$ cat src/rtl/mgpio_pkg.sv
// Package: shared register addresses and write-strobe type for the
// masked GPIO port. Assumes a word-addressed register bus.
package mgpio_pkg;

    localparam int unsigned REG_ADDR_W = 3;

    typedef enum logic [REG_ADDR_W-1:0] {
        RA_DIR  = 3'd0,
        RA_MASK = 3'd1,
        RA_OUT  = 3'd2,
        RA_SET  = 3'd3,
        RA_CLR  = 3'd4,
        RA_PIN  = 3'd5
    } reg_addr_e;

    typedef struct packed {
        logic wr_dir;
        logic wr_mask;
        logic wr_out;
        logic wr_set;
        logic wr_clr;
    } wr_strobe_t;

endpackage

$ cat src/rtl/mgpio_decode.sv
// Module: mgpio_decode
// Turns one bus access into per-register write strobes and a read request.
// Assumes at most one access per cycle; unmapped or read-only addresses
// produce no strobe.
module mgpio_decode
    import mgpio_pkg::*;
(
    input  logic                  bus_sel,
    input  logic                  bus_wr,
    input  logic [REG_ADDR_W-1:0] bus_addr,
    output wr_strobe_t            wstb,
    output logic                  rd_req
);

    // Decode write target from the address.
    always_comb begin
        wstb = '0;
        if (bus_sel && bus_wr) begin
            case (reg_addr_e'(bus_addr))
                RA_DIR:  wstb.wr_dir  = 1'b1;
                RA_MASK: wstb.wr_mask = 1'b1;
                RA_OUT:  wstb.wr_out  = 1'b1;
                RA_SET:  wstb.wr_set  = 1'b1;
                RA_CLR:  wstb.wr_clr  = 1'b1;
                default: wstb = '0;
            endcase
        end
    end

    // A read is any selected access without the write flag.
    assign rd_req = bus_sel && !bus_wr;

endmodule

$ cat src/rtl/mgpio_lane_reg.sv
// Module: mgpio_lane_reg
// Plain register with byte-lane write enables and a parameter reset value.
// Assumes WIDTH is a multiple of 8.
module mgpio_lane_reg #(
    parameter int unsigned       WIDTH     = 32,
    parameter logic [WIDTH-1:0]  RESET_VAL = '0
) (
    input  logic                 clk,
    input  logic                 rst_n,
    input  logic                 wr_en,
    input  logic [WIDTH/8-1:0]   be,
    input  logic [WIDTH-1:0]     wdata,
    output logic [WIDTH-1:0]     q
);

    localparam int unsigned LANES = WIDTH / 8;

    for (genvar g = 0; g < LANES; g++) begin : g_lane
        logic [7:0] lane_q;

        // Hold or load one byte lane.
        always_ff @(posedge clk) begin
            if (!rst_n) begin
                lane_q <= RESET_VAL[g*8 +: 8];
            end else if (wr_en && be[g]) begin
                lane_q <= wdata[g*8 +: 8];
            end
        end

        assign q[g*8 +: 8] = lane_q;
    end

endmodule

$ cat src/rtl/mgpio_out_ctrl.sv
// Module: mgpio_out_ctrl
// Output data register updated by whole-port, set and clear writes.
// Only bits that are both in an enabled lane and unmasked may change.
// Assumes WIDTH is a multiple of 8; clear takes priority over set.
module mgpio_out_ctrl #(
    parameter int unsigned WIDTH = 32
) (
    input  logic               clk,
    input  logic               rst_n,
    input  logic               wr_out,
    input  logic               wr_set,
    input  logic               wr_clr,
    input  logic [WIDTH/8-1:0] be,
    input  logic [WIDTH-1:0]   wdata,
    input  logic [WIDTH-1:0]   mask,
    output logic [WIDTH-1:0]   q
);

    localparam int unsigned LANES = WIDTH / 8;

    logic [WIDTH-1:0] lane_bits;
    logic [WIDTH-1:0] open_bits;
    logic [WIDTH-1:0] base_val;
    logic [WIDTH-1:0] set_bits;
    logic [WIDTH-1:0] clr_bits;
    logic [WIDTH-1:0] q_next;

    for (genvar g = 0; g < LANES; g++) begin : g_lane_exp
        assign lane_bits[g*8 +: 8] = {8{be[g]}};
    end

    // Bits that this write is permitted to touch.
    assign open_bits = lane_bits & ~mask;

    // Next-state value: port write first, then set, then clear wins.
    always_comb begin
        base_val = wr_out ? ((q & ~open_bits) | (wdata & open_bits)) : q;
        set_bits = wr_set ? (wdata & open_bits) : '0;
        clr_bits = wr_clr ? (wdata & open_bits) : '0;
        q_next   = (base_val | set_bits) & ~clr_bits;
    end

    // Output data register.
    always_ff @(posedge clk) begin
        if (!rst_n) begin
            q <= '0;
        end else begin
            q <= q_next;
        end
    end

endmodule

$ cat src/rtl/mgpio_sync.sv
// Module: mgpio_sync
// Multi-stage flop synchronizer for asynchronous pad inputs.
// Assumes each bit is independent; no bus coherency is promised.
module mgpio_sync #(
    parameter int unsigned WIDTH  = 32,
    parameter int unsigned STAGES = 2
) (
    input  logic             clk,
    input  logic             rst_n,
    input  logic [WIDTH-1:0] d,
    output logic [WIDTH-1:0] q
);

    logic [WIDTH-1:0] chain [STAGES];

    for (genvar s = 0; s < STAGES; s++) begin : g_stage
        // Shift the pad sample one stage along the chain.
        always_ff @(posedge clk) begin
            if (!rst_n) begin
                chain[s] <= '0;
            end else if (s == 0) begin
                chain[s] <= d;
            end else begin
                chain[s] <= chain[(s == 0) ? 0 : s-1];
            end
        end
    end

    assign q = chain[STAGES-1];

endmodule

$ cat src/rtl/mgpio_rd_port.sv
// Module: mgpio_rd_port
// Registered read multiplexer. Data and a valid pulse follow the request
// by one cycle. Pin reads hide masked bits; write-only and unmapped
// addresses read as zero.
module mgpio_rd_port
    import mgpio_pkg::*;
#(
    parameter int unsigned WIDTH = 32
) (
    input  logic                  clk,
    input  logic                  rst_n,
    input  logic                  rd_req,
    input  logic [REG_ADDR_W-1:0] rd_addr,
    input  logic [WIDTH-1:0]      dir_q,
    input  logic [WIDTH-1:0]      mask_q,
    input  logic [WIDTH-1:0]      out_q,
    input  logic [WIDTH-1:0]      pin_q,
    output logic [WIDTH-1:0]      rd_data,
    output logic                  rd_valid
);

    logic [WIDTH-1:0] sel_data;

    // Choose the source for the addressed register.
    always_comb begin
        case (reg_addr_e'(rd_addr))
            RA_DIR:  sel_data = dir_q;
            RA_MASK: sel_data = mask_q;
            RA_OUT:  sel_data = out_q;
            RA_PIN:  sel_data = pin_q & ~mask_q;
            default: sel_data = '0;
        endcase
    end

    // Capture read data and raise the valid pulse.
    always_ff @(posedge clk) begin
        if (!rst_n) begin
            rd_valid <= 1'b0;
            rd_data  <= '0;
        end else begin
            rd_valid <= rd_req;
            if (rd_req) begin
                rd_data <= sel_data;
            end
        end
    end

endmodule

$ cat src/rtl/mgpio_port.sv
// Module: mgpio_port (top)
// Masked GPIO port: direction, mask and output registers with byte-lane
// writes, set/clear updates, and synchronized pin reads.
// Assumes a single-access-per-cycle register bus and asynchronous pads.
module mgpio_port
    import mgpio_pkg::*;
#(
    parameter int unsigned WIDTH       = 32,
    parameter int unsigned SYNC_STAGES = 2
) (
    input  logic                  clk,
    input  logic                  rst_n,
    input  logic                  bus_sel,
    input  logic                  bus_wr,
    input  logic [REG_ADDR_W-1:0] bus_addr,
    input  logic [WIDTH/8-1:0]    bus_be,
    input  logic [WIDTH-1:0]      bus_wdata,
    output logic [WIDTH-1:0]      rd_data,
    output logic                  rd_valid,
    input  logic [WIDTH-1:0]      pad_in,
    output logic [WIDTH-1:0]      pad_oe,
    output logic [WIDTH-1:0]      pad_out
);

    wr_strobe_t       wstb;
    logic             rd_req;
    logic [WIDTH-1:0] dir_q;
    logic [WIDTH-1:0] mask_q;
    logic [WIDTH-1:0] out_q;
    logic [WIDTH-1:0] pin_q;

    mgpio_decode u_decode (
        .bus_sel  (bus_sel),
        .bus_wr   (bus_wr),
        .bus_addr (bus_addr),
        .wstb     (wstb),
        .rd_req   (rd_req)
    );

    mgpio_lane_reg #(.WIDTH(WIDTH), .RESET_VAL('0)) u_dir (
        .clk   (clk),
        .rst_n (rst_n),
        .wr_en (wstb.wr_dir),
        .be    (bus_be),
        .wdata (bus_wdata),
        .q     (dir_q)
    );

    mgpio_lane_reg #(.WIDTH(WIDTH), .RESET_VAL('0)) u_mask (
        .clk   (clk),
        .rst_n (rst_n),
        .wr_en (wstb.wr_mask),
        .be    (bus_be),
        .wdata (bus_wdata),
        .q     (mask_q)
    );

    mgpio_out_ctrl #(.WIDTH(WIDTH)) u_out (
        .clk    (clk),
        .rst_n  (rst_n),
        .wr_out (wstb.wr_out),
        .wr_set (wstb.wr_set),
        .wr_clr (wstb.wr_clr),
        .be     (bus_be),
        .wdata  (bus_wdata),
        .mask   (mask_q),
        .q      (out_q)
    );

    mgpio_sync #(.WIDTH(WIDTH), .STAGES(SYNC_STAGES)) u_sync (
        .clk   (clk),
        .rst_n (rst_n),
        .d     (pad_in),
        .q     (pin_q)
    );

    mgpio_rd_port #(.WIDTH(WIDTH)) u_rd (
        .clk      (clk),
        .rst_n    (rst_n),
        .rd_req   (rd_req),
        .rd_addr  (bus_addr),
        .dir_q    (dir_q),
        .mask_q   (mask_q),
        .out_q    (out_q),
        .pin_q    (pin_q),
        .rd_data  (rd_data),
        .rd_valid (rd_valid)
    );

    assign pad_oe  = dir_q;
    assign pad_out = out_q;

endmodule

$ cat config.mk
export PLATFORM = sky130hd
export DESIGN_NAME = mgpio_port
export DESIGN_NICKNAME = d
export VERILOG_FILES = /design/src/rtl/mgpio_pkg.sv /design/src/rtl/mgpio_decode.sv /design/src/rtl/mgpio_lane_reg.sv /design/src/rtl/mgpio_out_ctrl.sv /design/src/rtl/mgpio_sync.sv /design/src/rtl/mgpio_rd_port.sv /design/src/rtl/mgpio_port.sv
export SDC_FILE = /design/constraint.sdc
export NUM_CORES = 1
export LEC_CHECK = 0
export BUFFER_PORTS_ARGS = -buffer_cell sky130_fd_sc_hd__buf_2
export CAP_MARGIN = 20
export CORE_UTILIZATION = 40
export DETAILED_ROUTE_END_ITERATION = 10
export GPL_ROUTABILITY_DRIVEN = 0
export GPL_TIMING_DRIVEN = 0
export PLACE_DENSITY_LB_ADDON = 0.08
export SETUP_SLACK_MARGIN = 0.15
export SYNTH_ARGS = -nofsm -noshare
export SYNTH_HDL_FRONTEND = slang
export SYNTH_SLANG_ARGS = --single-unit
export TNS_END_PERCENT = 5
$ cat constraint.sdc
create_clock -name clk -period 1 [get_ports clk]
set_input_delay 0.05 -clock clk [delete_from_list [all_inputs] [get_ports clk]]
set_output_delay 0.05 -clock clk [all_outputs]
set_load 0.02 [all_outputs]
After elaboration in Yosys (flattened, before gate mapping)
Memory sizes are Yosys's and may differ from the RTL's.
Cells that the tools add are included.
- register bits after elaboration: 129
- memory bits (writable): 64
- output and inout bits: 97
- word-level logic and storage cells: 55
- memories kept: 1
- memories (name ; words ; bits a word ; read ports ; clocked after Yosys merged registers in ; wr ports ; line ; source):
    u_sync.chain ; 2 ; 32 ; 2 ; 0 ; 2 ; mgpio_sync.sv:14 ; logic [WIDTH-1:0] chain [STAGES];
- equality and inequality tests: 5
- multiplexer cells: 14
- bitwise logic cells: 12
- reduce and logical (&&, ||, !) cells: 12
- operators with widths (cell ; number):
    bitwise AND 32 bit ; 5
    two-way mux 32 bit ; 5
    case mux 32 bit (4 select lines) ; 1
    NOT 32 bit ; 3
    bitwise OR 32 bit ; 2
    logical AND 1 bit ; 10
    two-way mux 1 bit ; 7
    equality test 3 x 2 -> 1 bit, second input constant ; 2
    equality test 3 bit, second input constant ; 2
    two-way mux 5 bit ; 1
    equality test 3 x 1 -> 1 bit, second input constant ; 1
    logical NOT 3 bit ; 1
    bitwise OR 1 bit ; 2
    logical NOT 1 bit ; 1

Logic depth before layout (Yosys ltp)
- depth after elaboration: 8
- mapped depth: 6
- depth with buffers taken out: 3

Hierarchy
A second synthesis with hierarchy kept.
- cell total of the unflattened synthesis: 1011
- area, all modules: 9439.1 um2
- modules (own cells, without submodules) (module ; times used ; cells each ; area each (um2) ; seq. area each (um2)):
    mgpio_lane_reg ; 2 ; 151 ; 1426.4 ; 640.6
    mgpio_rd_port ; 1 ; 324 ; 2745.1 ; 660.6
    mgpio_out_ctrl ; 1 ; 244 ; 1983.2 ; 640.6
    mgpio_sync ; 1 ; 134 ; 1791.7 ; 1281.2
    mgpio_decode ; 1 ; 7 ; 66.3 ; 0.0

Least setup slack after synthesis
Ideal clock, no wire load.
- kind: input-to-reg
- from: in bus_sel
- to: reg u_out.q[0]
- arrival: 0.989 ns
- data required time: 0.913 ns
- path slack: -0.076 ns
- stages: 6
- cell sequence: buf_6 > and3b_1 > buf_6 > and3_4 > buf_6 > a221oi_2
- word-level cells in the longest chain between the ends: 5
- ends and longest elaborated chain (what ; line ; source):
    start: declaration ; mgpio_port.sv:13 ; input logic bus_sel,
    logical AND 1 bit * ; mgpio_decode.sv:18 ; if (bus_sel && bus_wr) begin
    two-way mux 5 bit * ; mgpio_decode.sv:18 ;
    two-way mux 32 bit, on equally long branches ; mgpio_out_ctrl.sv:37, mgpio_out_ctrl.sv:38, mgpio_out_ctrl.sv:39 ;
    bitwise OR 32 bit or NOT 32 bit (tied branches) ; mgpio_out_ctrl.sv:40 ; q_next = (base_val | set_bits) & ~clr_bits;
    bitwise AND 32 bit * ; mgpio_out_ctrl.sv:40 ;
    end signal: assignment ; mgpio_out_ctrl.sv:48 ; q <= q_next;
    end: declaration ; mgpio_out_ctrl.sv:16 ; output logic [WIDTH-1:0] q
Mark *: on every way between the ends. The rest lies on a longest branch, timed or not.
A chain may end at the register's enable or synchronous reset.

Final worst setup path
- from: reg u_dir.g_lane[1].lane_q[6]
- to: reg u_rd.rd_data[14]
- word-level cells in the longest chain between the ends: 1
- ends and longest elaborated chain (what ; line ; source):
    start: declaration ; mgpio_lane_reg.sv:19 ; logic [7:0] lane_q;
    start signal: assignment ; mgpio_lane_reg.sv:24 ; lane_q <= RESET_VAL[g*8 +: 8];
    start signal: assignment ; mgpio_lane_reg.sv:26 ; lane_q <= wdata[g*8 +: 8];
    case mux 32 bit (4 select lines) ; mgpio_rd_port.sv:26 ; case (reg_addr_e'(rd_addr))
    end signal: assignment ; mgpio_rd_port.sv:43 ; rd_data <= sel_data;
    end: declaration ; mgpio_rd_port.sv:18 ; output logic [WIDTH-1:0] rd_data,
No other way between the ends.

==> summary.md <==
| Metric | Value |
|---|---|
| Final core occ | `60.6%` |
| Logic pwr share | `11.2%` |
| Chip Width | `150 um` |
| PwrDens | `1290 nW/um2` |
| Layout Cell Area excl Fill | `12,900 um2` |
| Router iterations before antenna repair | `5` |
| Setup TNS | `-0.00859 ns` |
| Worst slew pin tran | `0.901 ns` |
| CTS Root Buffer Type | `clkbuf_16` |
| DP Wirelength | `18,500 um` |
| Clock Sinks | `193` |
| Failing checks | `negative hold slack, negative setup slack` |
| Hold slack | `-0.0415 ns` |
| Core box area | `21,200 um2` |
| Clk_lat worst skew | `0.43 ns` |
| Final ANT Viol Nets | `0` |
| Layout cells sized above 1 | `54.6%` |
| WL/cell | `20.7 um` |
| Area Overhead vs Synth | `47.6%` |
| Reg2reg path depth | `3` |
| Setup WS post-layout | `-0.00859 ns` |
| Worst Clk Skew | `0.00922 ns` |
| Startpoint types | `register` |
| Register Area | `4110 um2` |
| Vias | `7,617` |
| Hold WC Path Type | `primary input to register` |
| Crit end category | `register` |
| Sequential element share of the synthesized area | `44.3%` |
| Hold_sp | `bus_wdata[20]` |
| Synth Cell Area | `8710 um2` |
| Avg Synthesized Cell Area | `10.4 um2` |
| Max-cap viol count | `0` |
| Clock network power share | `41.5%` |
| CP startpoint | `u_dir.g_lane[1].lane_q[6]$_SDFFE_PN0P_` |
| CP required | `1.27 ns` |
| Yosys top cell by area | `dfxtp_1` |
| Die Ht | `150 um` |
| Num CTS Buffers | `17` |
| Setup Viol. Count Final | `1` |
| Layout net count | `1,187` |
| DR DRC count | `0` |
| CTS tree | `built` |
| Initial DRC count | `345` |
| RSZ-0062 raised after global routing | `yes` |
| Synth Register Bits | `193` |
| Kind of critical path | `register to register` |
| Switching power | `4.14 mW` |
| Hold Vio Cnt, Final | `19` |
| Arrival @ worst endpoint | `1.27 ns` |
| IO Port Bufs | `168` |
| Largest net degree at the start of global routing | `17` |
| Cell variety after synth | `32` |
| Internal power | `12.4 mW` |
| Status | `complete, but fails checks` |
| Number of global-route vias before repair | `7,564` |
| R2r endpoint | `u_rd.rd_data[14]$_SDFFE_PN0P_` |
| Crit path time final | `1.01 ns` |
| Initial antenna violation count | `2` |
| Synth top area share | `44.3%` |
| Site Rows | `53` |
| Cell area after placement | `9910 um2` |
| Yosys warns | `0` |
| Reg-to-reg slack, setup | `-0.009 ns` |
| Fill count | `1,832` |
| Most frequent cells in the layout | `nand2_1 (127), buf_6 (103), dfxtp_2 (93)` |
| Max Freq | `0.991 GHz` |
| Peak VDD IR | `0.950 mV` |
| CP max FO | `3` |
| Initial core utilization | `41.1%` |
| Seq pwr share | `47.3%` |
| Leakage | `5.25 nW` |
| WHS Path Cells | `3` |
| Global router's overall resource usage | `25.9%` |
| Worst reg2reg path startpoint | `u_dir.g_lane[1].lane_q[6]$_SDFFE_PN0P_` |
| Total power | `16.6 mW` |
| Clock transition at path regs | `0.07 ns` |
| Commonest non-fill, non-tap cell in the layout | `nand2_1` |
| Die area | `22,400 um2` |
| Footprint of the multi-input gates | `5050 um2` |
| Longest Clk Path Bufs | `2` |
| Net Count, Synth | `911` |
| Main area contributors after synthesis | `dfxtp_1 (44%), a221oi_2 (11%), mux2i_1 (7.4%), nand2_1 (5.5%), a22oi_1 (5.3%)` |
| Slew HR | `40.0%` |
| Routed WL | `29,000 um` |
| End of the worst hold path | `u_out.q[20]$_SDFF_PN0_` |
| GR Overflow Total | `0` |
| Total I/O pin count | `172` |
| Number of vias per cell | `5.44` |
| H-tree Lvls | `4` |
| Period utilisation layout | `101%` |
| Max-slew violations | `0` |
| Switching Share | `25.0%` |
| First-pass GRT wire length | `43,300 um` |
| Mapped Cells | `836` |
registers in the layout, indices dropped and copies added (netlist names):
signal	count
u_sync.chain	64
u_dir.g_lane.lane_q	32
u_mask.g_lane.lane_q	32
u_out.q	32
u_rd.rd_data	32
u_rd.rd_valid	1
power groups by stage:
stage	Combinational (mW)	Clock (mW)	Sequential (mW)
2_1_floorplan	0.791	0	8.10
3_3_place_gp	1.37	0	8.08
3_5_place_dp	1.37	0	8.08
4_1_cts	1.64	6.96	7.90
5_1_grt	1.96	7.31	7.85
6_report	1.85	6.88	7.84
final cells by class:
cell class,instances,share of cell area (%)
clock buffers,21,3.66
well taps,275,2.68
multi-input cells,574,39.2
repair buffers,257,17.7
plain buffers,68,3.85
inverters,1,0.0292
flip-flops and latches,193,32.0
diodes,2,0.0389
clock inverters,9,0.837
synth_stat cells (all sizes together):
cell    number
a21oi        2
a221oi      63
a22oi       62
and2        64
and3         4
and3b        3
and4b        1
buf         43
clkbuf      25
dfxtp      193
inv          1
mux2        32
mux2i       64
nand2      127
nand2b       1
nand3       36
nand3b       5
nand4        4
nor2         3
nor2b       67
nor3b        1
o21ai        3
o31ai       32
worst max-delay path by stage:
stage	end	slack, ns
6_report	u_rd.rd_data[14]$_SDFFE_PN0P_	-0.009
5_1_grt	u_rd.rd_data[14]$_SDFFE_PN0P_	-0.06
4_1_cts	u_rd.rd_data[18]$_SDFFE_PN0P_	0.009
3_5_place_dp	u_mask.g_lane[3].lane_q[1]$_SDFFE_PN0P_	-0.57
3_3_place_gp	u_mask.g_lane[3].lane_q[4]$_SDFFE_PN0P_	-0.56
2_1_floorplan	u_out.q[0]$_SDFF_PN0_	-0.07
repair_timing:
action | CTS | global route
hold endpoints to repair | 98 | 22
pin swaps | 27 | 30
cloned | 0 | 1
endpoints found under the setup margin | 233 | 245
buffers inserted | 14 | 8
resized for setup | 266 | 260
hold buffers | 64 | 2
layer usage:
layer  track usage, %  up-vias  share of wire [%]
li1                 -     3592                  -
met1             34.7     3777                 46
met2             42.2      209                 47
met3             3.96       39                4.3
met4             8.83        0                2.4
met5                0        -                  0
critical path, stage by stage, from the launching register on:
cell and delay (ns):
dfxtp_2 0.33, mux2_4 0.27, a22oi_2 0.16, a221oi_2 0.09
through the flow:
stage | setup WS, ns | std cells | hold slack [ns]
after floorplan | -0.0665 | 836 | 0.177
after global placement | -0.564 | 1279 | 0.256
after detailed placement | -0.575 | 1279 | 0.259
after CTS | 0.00907 | 1387 | 0.00111
after global routing | -0.0642 | 1400 | -0.0381
final | -0.00859 | 1400 | -0.0415
logic make-up (layout without fill, tap and decap cells):
kind of cell,Yosys count,after routing,synth area share [%]
buffers and inverters,69,356,4.87
muxes,96,96,11.5
other,0,2,0
and+or+nand+nor,316,316,20.1
AOI/OAI and AO/OA,162,162,19.2
DFF,193,193,44.3
Note: power is estimated with default switching activity, not from simulation.
